## src/rtl/jap_pkg.sv

```systemverilog
package jap_pkg;
  // Edge strobes and synchronised levels passed from control to datapath
  typedef struct packed {
    logic bRise;
    logic bFall;
    logic wEdge;
    logic wNow;
    logic rxBit;
  } strobe_t;
endpackage

```

## src/rtl/jap_sync_ctrl.sv

```systemverilog
module jap_sync_ctrl
  import jap_pkg::*;
#(
  parameter int SYNC_STAGES = 2
) (
  input  logic    clk,
  input  logic    rstN,
  input  logic    bclk,
  input  logic    wclk,
  input  logic    sdin,
  output strobe_t st
);
  localparam int TOP = SYNC_STAGES - 1;

  logic [TOP:0] bSync, wSync, dSync;
  logic bPrev, wPrev;

  generate
    if (SYNC_STAGES == 1) begin : g_single
      always_ff @(posedge clk or negedge rstN) begin
        if (!rstN) begin
          bSync <= '0; wSync <= '0; dSync <= '0;
        end else begin
          bSync <= bclk; wSync <= wclk; dSync <= sdin;
        end
      end
    end else begin : g_chain
      always_ff @(posedge clk or negedge rstN) begin
        if (!rstN) begin
          bSync <= '0; wSync <= '0; dSync <= '0;
        end else begin
          bSync <= {bSync[TOP-1:0], bclk};
          wSync <= {wSync[TOP-1:0], wclk};
          dSync <= {dSync[TOP-1:0], sdin};
        end
      end
    end
  endgenerate

  always_ff @(posedge clk or negedge rstN) begin
    if (!rstN) begin
      bPrev <= 1'b0;
      wPrev <= 1'b0;
    end else begin
      bPrev <= bSync[TOP];
      wPrev <= wSync[TOP];
    end
  end

  always_comb begin
    st.bRise = bSync[TOP] & ~bPrev;
    st.bFall = ~bSync[TOP] & bPrev;
    st.wEdge = wSync[TOP] ^ wPrev;
    st.wNow  = wSync[TOP];
    st.rxBit = dSync[TOP];
  end
endmodule

```

## src/rtl/jap_datapath.sv

```systemverilog
module jap_datapath
  import jap_pkg::*;
#(
  parameter int SAMPLE_W = 16,
  parameter int MAX_HALF = 32
) (
  input  logic                clk,
  input  logic                rstN,
  input  strobe_t             st,
  input  logic                capEnable,
  input  logic [SAMPLE_W-1:0] txLeft,
  input  logic [SAMPLE_W-1:0] txRight,
  output logic                sdout,
  output logic [SAMPLE_W-1:0] rxLeft,
  output logic [SAMPLE_W-1:0] rxRight,
  output logic                rxValid
);
  localparam int CNT_W = $clog2(MAX_HALF + 1);
  localparam logic [CNT_W-1:0] CNT_MAX  = CNT_W'((1 << CNT_W) - 1);
  localparam logic [CNT_W-1:0] CNT_NEED = CNT_W'(SAMPLE_W);

  // receive side
  logic [SAMPLE_W-1:0] rxShift, leftHold;
  logic [CNT_W-1:0]    bitCnt;
  logic                lastLevel, leftOk;
  logic                halfFull;

  assign halfFull = (bitCnt >= CNT_NEED);

  always_ff @(posedge clk or negedge rstN) begin
    if (!rstN) begin
      rxShift   <= '0;
      leftHold  <= '0;
      bitCnt    <= '0;
      lastLevel <= 1'b0;
      leftOk    <= 1'b0;
      rxLeft    <= '0;
      rxRight   <= '0;
      rxValid   <= 1'b0;
    end else begin
      rxValid <= 1'b0;
      if (st.bRise) begin
        if (st.wNow != lastLevel) begin
          // the previous half-frame just ended; its window is in rxShift
          if (lastLevel) begin
            leftHold <= rxShift;
            leftOk   <= halfFull;
          end else begin
            if (leftOk && halfFull) begin
              rxLeft  <= leftHold;
              rxRight <= rxShift;
              rxValid <= 1'b1;
            end
            leftOk <= 1'b0;
          end
          bitCnt <= CNT_W'(1);
        end else if (bitCnt != CNT_MAX) begin
          bitCnt <= bitCnt + 1'b1;
        end
        rxShift   <= {rxShift[SAMPLE_W-2:0], st.rxBit};
        lastLevel <= st.wNow;
      end
    end
  end

  // transmit side
  logic [SAMPLE_W-1:0] txShift, txNext;
  logic                sdoutR;

  always_comb begin
    if (!capEnable)   txNext = '0;
    else if (st.wNow) txNext = txLeft;
    else              txNext = txRight;
  end

  always_ff @(posedge clk or negedge rstN) begin
    if (!rstN) begin
      txShift <= '0;
      sdoutR  <= 1'b0;
    end else if (st.wEdge) begin
      // a word-clock edge wins over a simultaneous bit-clock fall
      sdoutR  <= txNext[SAMPLE_W-1];
      txShift <= {txNext[SAMPLE_W-2:0], 1'b0};
    end else if (st.bFall) begin
      sdoutR  <= txShift[SAMPLE_W-1];
      txShift <= {txShift[SAMPLE_W-2:0], 1'b0};
    end
  end

  assign sdout = sdoutR;
endmodule

```

## src/rtl/jus_audio_port.sv

```systemverilog
module jus_audio_port
  import jap_pkg::*;
#(
  parameter int SAMPLE_W    = 16,
  parameter int MAX_HALF    = 32,
  parameter int SYNC_STAGES = 2
) (
  input  logic                clk,
  input  logic                rstN,
  input  logic                bclk,
  input  logic                wclk,
  input  logic                sdin,
  input  logic                capEnable,
  input  logic [SAMPLE_W-1:0] txLeft,
  input  logic [SAMPLE_W-1:0] txRight,
  output logic                sdout,
  output logic [SAMPLE_W-1:0] rxLeft,
  output logic [SAMPLE_W-1:0] rxRight,
  output logic                rxValid
);
  strobe_t strb;

  jap_sync_ctrl #(.SYNC_STAGES(SYNC_STAGES)) u_ctrl (
    .clk(clk), .rstN(rstN), .bclk(bclk), .wclk(wclk), .sdin(sdin), .st(strb)
  );

  jap_datapath #(.SAMPLE_W(SAMPLE_W), .MAX_HALF(MAX_HALF)) u_data (
    .clk(clk), .rstN(rstN), .st(strb), .capEnable(capEnable),
    .txLeft(txLeft), .txRight(txRight), .sdout(sdout),
    .rxLeft(rxLeft), .rxRight(rxRight), .rxValid(rxValid)
  );
endmodule

```

## config.mk

```make
export PLATFORM = sky130hd
export DESIGN_NAME = jus_audio_port
export DESIGN_NICKNAME = d
export VERILOG_FILES = /design/src/rtl/jap_pkg.sv /design/src/rtl/jap_sync_ctrl.sv /design/src/rtl/jap_datapath.sv /design/src/rtl/jus_audio_port.sv
export SDC_FILE = /design/constraint.sdc
export NUM_CORES = 1
export LEC_CHECK = 0
export BUFFER_PORTS_ARGS = -buffer_cell sky130_fd_sc_hd__buf_4
export CAP_MARGIN = 20
export CORE_ASPECT_RATIO = 2
export CORE_MARGIN = 2
export CORE_UTILIZATION = 35
export DETAILED_ROUTE_END_ITERATION = 7
export SKIP_CTS_REPAIR_TIMING = 1
export SYNTH_ARGS = -nofsm -noshare
export SYNTH_HDL_FRONTEND = slang
export SYNTH_SLANG_ARGS = --single-unit
```

## constraint.sdc

```tcl
create_clock -name clk -period 5.4 [get_ports clk]
set_input_delay 0.54 -clock clk [delete_from_list [all_inputs] [get_ports clk]]
set_output_delay 0.54 -clock clk [all_outputs]
set_load 0.005 [all_outputs]
```

-- Word-level counts from Yosys, hierarchy flattened
Index checks and enable logic that the tools add are counted.
- add/subtract/negate cells: 1
- $lt $le $gt $ge: 1
- equality and inequality tests: 2
- mux-type cells: 13
- bitwise operators: 6
- reductions and logical operators: 7
- operator list (kind ; count):
    2-to-1 mux 16 bit ; 4
    2-to-1 mux 6 bit ; 2
    2-to-1 mux 1 bit ; 7
    adder 6 x 1 -> 6 bit, second input constant ; 1
    >= comparator 6 x 5 -> 1 bit, second input constant ; 1
    != test 6 bit, second input constant ; 1
    AND reduction 2 bit ; 2
    AND reduction 4 bit ; 1
    nonzero test 2 bit ; 2
    NOT 1 bit ; 3
    AND reduction 3 bit ; 1
    bitwise AND 1 bit ; 2
    logical AND 1 bit ; 1
    != test 1 bit ; 1
    bitwise XOR 1 bit ; 1
- bits in registers: 98
- output and inout port bits: 34
- word-level logic and storage cells: 45

-- Depth between registers and ports, before layout
- depth after elaboration: 6
- gate-level depth with buffers: 6
- depth with buffers taken out: 4

-- By module
Synthesis repeated with hierarchy kept, for this count alone.
- cell total of the unflattened synthesis: 267
- area, all modules: 3956.3 um^2
- by module, submodules not included (module ; times used ; cells an instance ; area an instance (um^2) ; sequential area each (um^2)):
    jap_datapath ; 1 ; 254 ; 3717.3 ; 2227.1
    jap_sync_ctrl ; 1 ; 13 ; 239.0 ; 200.2

-- Least setup slack after synthesis
Ideal clock, no wire load.
- path kind: reg-to-reg
- from: register u_ctrl.bPrev
- to: register u_data.rxLeft[15]
- library setup time: 125 ps
- arrival: 1578 ps
- required time: 5275 ps
- setup slack: 3698 ps
- cell stages (with the launch flop): 6
- buffers on the path: 2
- period minus slack after synthesis: 1702 ps
- cell sequence: dfrtp_1 > nand2b_1 > buf_6 > nor4_4 > buf_6 > mux2_2
- longest elaborated chain between the ends: 3
- RTL lines (element ; line ; source):
    start: declaration ; jap_sync_ctrl.sv:16 ; logic bPrev, wPrev;
    start signal: assignment ; jap_sync_ctrl.sv:45 ; bPrev <= bSync[TOP];
    NOT 1 bit ; jap_sync_ctrl.sv:51 ; st.bRise = bSync[TOP] & ~bPrev;
    bitwise AND 1 bit ; jap_sync_ctrl.sv:51 ;
    AND reduction 4 bit (no source line) ; n/a ;
    end signal: assignment ; jap_datapath.sv:50 ; rxLeft <= leftHold;
    end: declaration ; jap_datapath.sv:14 ; output logic [SAMPLE_W-1:0] rxLeft,
Every way passes these cells.
A chain may end at the register's enable or synchronous reset.

-- Worst setup path in the final report
- from: register u_ctrl.wSync[1]
- to: register u_data.rxLeft[3]
- longest elaborated chain between the ends: 2
- RTL lines (element ; line ; source):
    start: declaration ; jap_sync_ctrl.sv:15 ; logic [TOP:0] bSync, wSync, dSync;
    start signal: assignment ; jap_sync_ctrl.sv:33 ; wSync <= {wSync[TOP-1:0], wclk};
    != test 1 bit ; jap_datapath.sv:43 ; if (st.wNow != lastLevel) begin
    AND reduction 4 bit (no source line) ; n/a ;
Every way passes these cells.

==> results.md <==
- Status: finished clean
- DR iter-0 viols: 264
- Worst-Margin Slew: 1066 ps
- Clock sink count: 97
- Crit path max fanout: 33
- Syn Nets: 366
- Maximum number of pins on one net before global-route repair: 64
- Seq cells post-synth: 97
- First-pass GRT wire length: 14410 um
- DRT antenna net count: 0
- Via count of the first global-routing pass: 2892
- WP data arrival: 2770 ps
- Post-Route WL: 8933 um
- # fillers: 1072
- GP Congestion: 0.7669
- Diodes inserted: 0
- Proportion of layout cells with a drive suffix above 1: 0.3519
- VDD IR max: 0.0001763 V
- Seq/Total Area, Yosys: 0.5955
- Final hold viol count: 0
- Placed cells: 521
- Final nets: 429
- Post-route clock skew: 8.188 ps
- Syn Area/Cell: 12.47 sq um
- Worst path required time: 5630 ps
- Max Cap Viol: 0
- Top post-synthesis cells by area: dfrtp_1 (60%), mux2_2 (12%), a221oi_1 (6.2%)
- Setup_tns: 0 ps
- Vias: 2919
- Worst r2r path cells: 4
- Final setup vio count: 0
- Count leader, synth: dfrtp_1
- Relative slew slack: 0.2880
- Die width: 80.31 um
- Clk_lat worst skew: 340 ps
- Synth top area share: 0.5955
- Via/cell ratio: 5.436
- I/O pin total: 72
- FMAX: 392.7 MHz
- WL per Instance: 16.64 um
- Area of the core: 11350 sq um
- Post-synth EDFFs: 0
- Drt drc: 0
- Num rows: 55
- Largest area contributor in the netlist: dfrtp_1
- Synth Instances: 327
- Initial Util: 0.3590
- Worst hold-check path type: in -> async
- P_leak: 0.002448 uW
- DP HPWL: 5831 um
- RSZ-0062 raised after global routing: false
- Top cells by count, synth: dfrtp_1 (97), nand2_1 (53), mux2_2 (44)
- CTS tree: yes
- Ys Warns: 0
- Netlist cell types: 39
- Mapped Area: 4076 sq um
- Max Slew Vio Count: 0
- Tcrit/Tclk final: 0.4715
- Storage cell area: 2427 sq um
- Area delta synth->final: 22.65%
- Htree depth: 3
- Kind of critical path: reg -> reg
- Die H: 156.6 um
- Post-route insts no fill: 537
- Root Driver: clkbuf_16
- CTS clk-pin slew, worst paths: 70 ps
- Die area: 12580 sq um
- Initial antenna violation count: 0
- Most used DFF post-synth: dfrtp_1
- Pwr Density: 343.5 nW/um^2
- Asr flop ratio synth: 1.000
- Tot GR Track Use: 0.1466
- CP Launch Type: flop
- Clock buffer depth: 2
- Num CTS Buffers: 9
- GRT overflow: 0
- Critical Path End Type: flop
- Final critical-path required period: 2546 ps
- Port buffer count: 71
- Multi-input logic area: 1503 sq um
- Drt pass-1 iters: 5
[layout make-up]
class,count,area share
well taps,142,0.03554
inverters,5,0.003754
repair buffers,75,0.1126
flip-flops and latches,97,0.4855
clock inverters,7,0.01702
clock buffers,9,0.04505
multi-input cells,202,0.3006
[logic make-up after synthesis]
family                     Yosys count  synth area share
xor gates and xnor gates             3          0.006447
muxes                               49            0.1351
DFF                                 97            0.5955
buffers and inverters               28           0.03652
adders and majority gates            1          0.003069
AOI/OAI and AO/OA                   64            0.1228
and+or+nand+nor                     85            0.1007
[stage by stage]
step / power, uW / setup slack (ps) / utilization / area [sq um] / hold WS, ps
2_1_floorplan: 987.6 / 3698 / - / 4076 / 244.4
5_1_grt: 1795 / 2690 / 0.4403 / 5000 / 185.4
4_1_cts: 1738 / 2879 / 0.4403 / 5000 / 154.2
6_report: 1718 / 2854 / 0.4403 / 5000 / 144.0
3_5_place_dp: 1069 / 2884 / 0.4130 / 4690 / 338.7
3_3_place_gp: 1059 / 2914 / 0.4130 / 4690 / 338.7
[state kept, by name (all words and copies together) (netlist names)]
signal and count:
u_data.rxShift 16, u_ctrl.bSync 2, u_ctrl.wSync 2, u_data.txShift 15, u_ctrl.dSync 2, u_data.rxValid 1
u_data.rxRight 16, u_ctrl.wPrev 1, u_data.bitCnt 6, u_ctrl.bPrev 1, u_data.leftHold 16, u_data.sdout 1
u_data.rxLeft 16, u_data.lastLevel 1, u_data.leftOk 1
[critical path, cell delays in order (launching register included)]
cell	delay [ps]
dfrtp_1	900
inv_2	340
nor4_4	340
buf_4	440
mux2_2	390
[per-layer routing]
metal / GRT usage / up-vias / part of all wire
li1: - / 1336 / -
met3: 0.02191 / 18 / 0.050
met1: 0.1842 / 1456 / 0.41
met2: 0.2433 / 109 / 0.52
met4: 0.07103 / 0 / 0.027
met5: 0 / - / 0
[power by group]
group,switching (uW),leakage [uW],internal [uW]
clock network,296,0.000146,368
logic,90.2,0.00101,87.2
registers,70.0,0.00129,806
total,456,0.00245,1260
[worst paths after layout]
check	startpoint	to	slack, ps
setup / recovery	u_ctrl.wSync[1]	u_data.rxLeft[3]	2850
hold / removal	rstN	u_data.txShift[11]	140
setup reg to reg	u_ctrl.wSync[1]	u_data.rxLeft[3]	2850
hold reg to reg	u_ctrl.bSync[0]	u_ctrl.bSync[1]	350
max in group asynchronous	rstN	u_data.rxLeft[3]	4100
min in group clk	sdin	u_ctrl.dSync[0]	310
[cell usage in the layout, fill, tap and decap left out, types with 2 or more instances in the layout]
master / netlist / layout
clkinvlp_4: 0 / 2
mux2_2: 44 / 44
mux2_1: 4 / 4
o21ai_0: 7 / 7
nand2b_1: 2 / 2
a22o_1: 3 / 3
a21oi_1: 3 / 3
and3_1: 3 / 3
clkbuf_16: 0 / 9
xnor2_1: 2 / 2
inv_8: 0 / 2
nand2_1: 53 / 53
and3b_1: 2 / 2
buf_4: 3 / 75
a221oi_1: 29 / 29
and2_0: 2 / 2
nor4b_1: 2 / 2
dfrtp_1: 97 / 97
o31ai_1: 16 / 16
nand3_1: 14 / 14
inv_1: 4 / 4
Power figures use the tool's default switching activity.
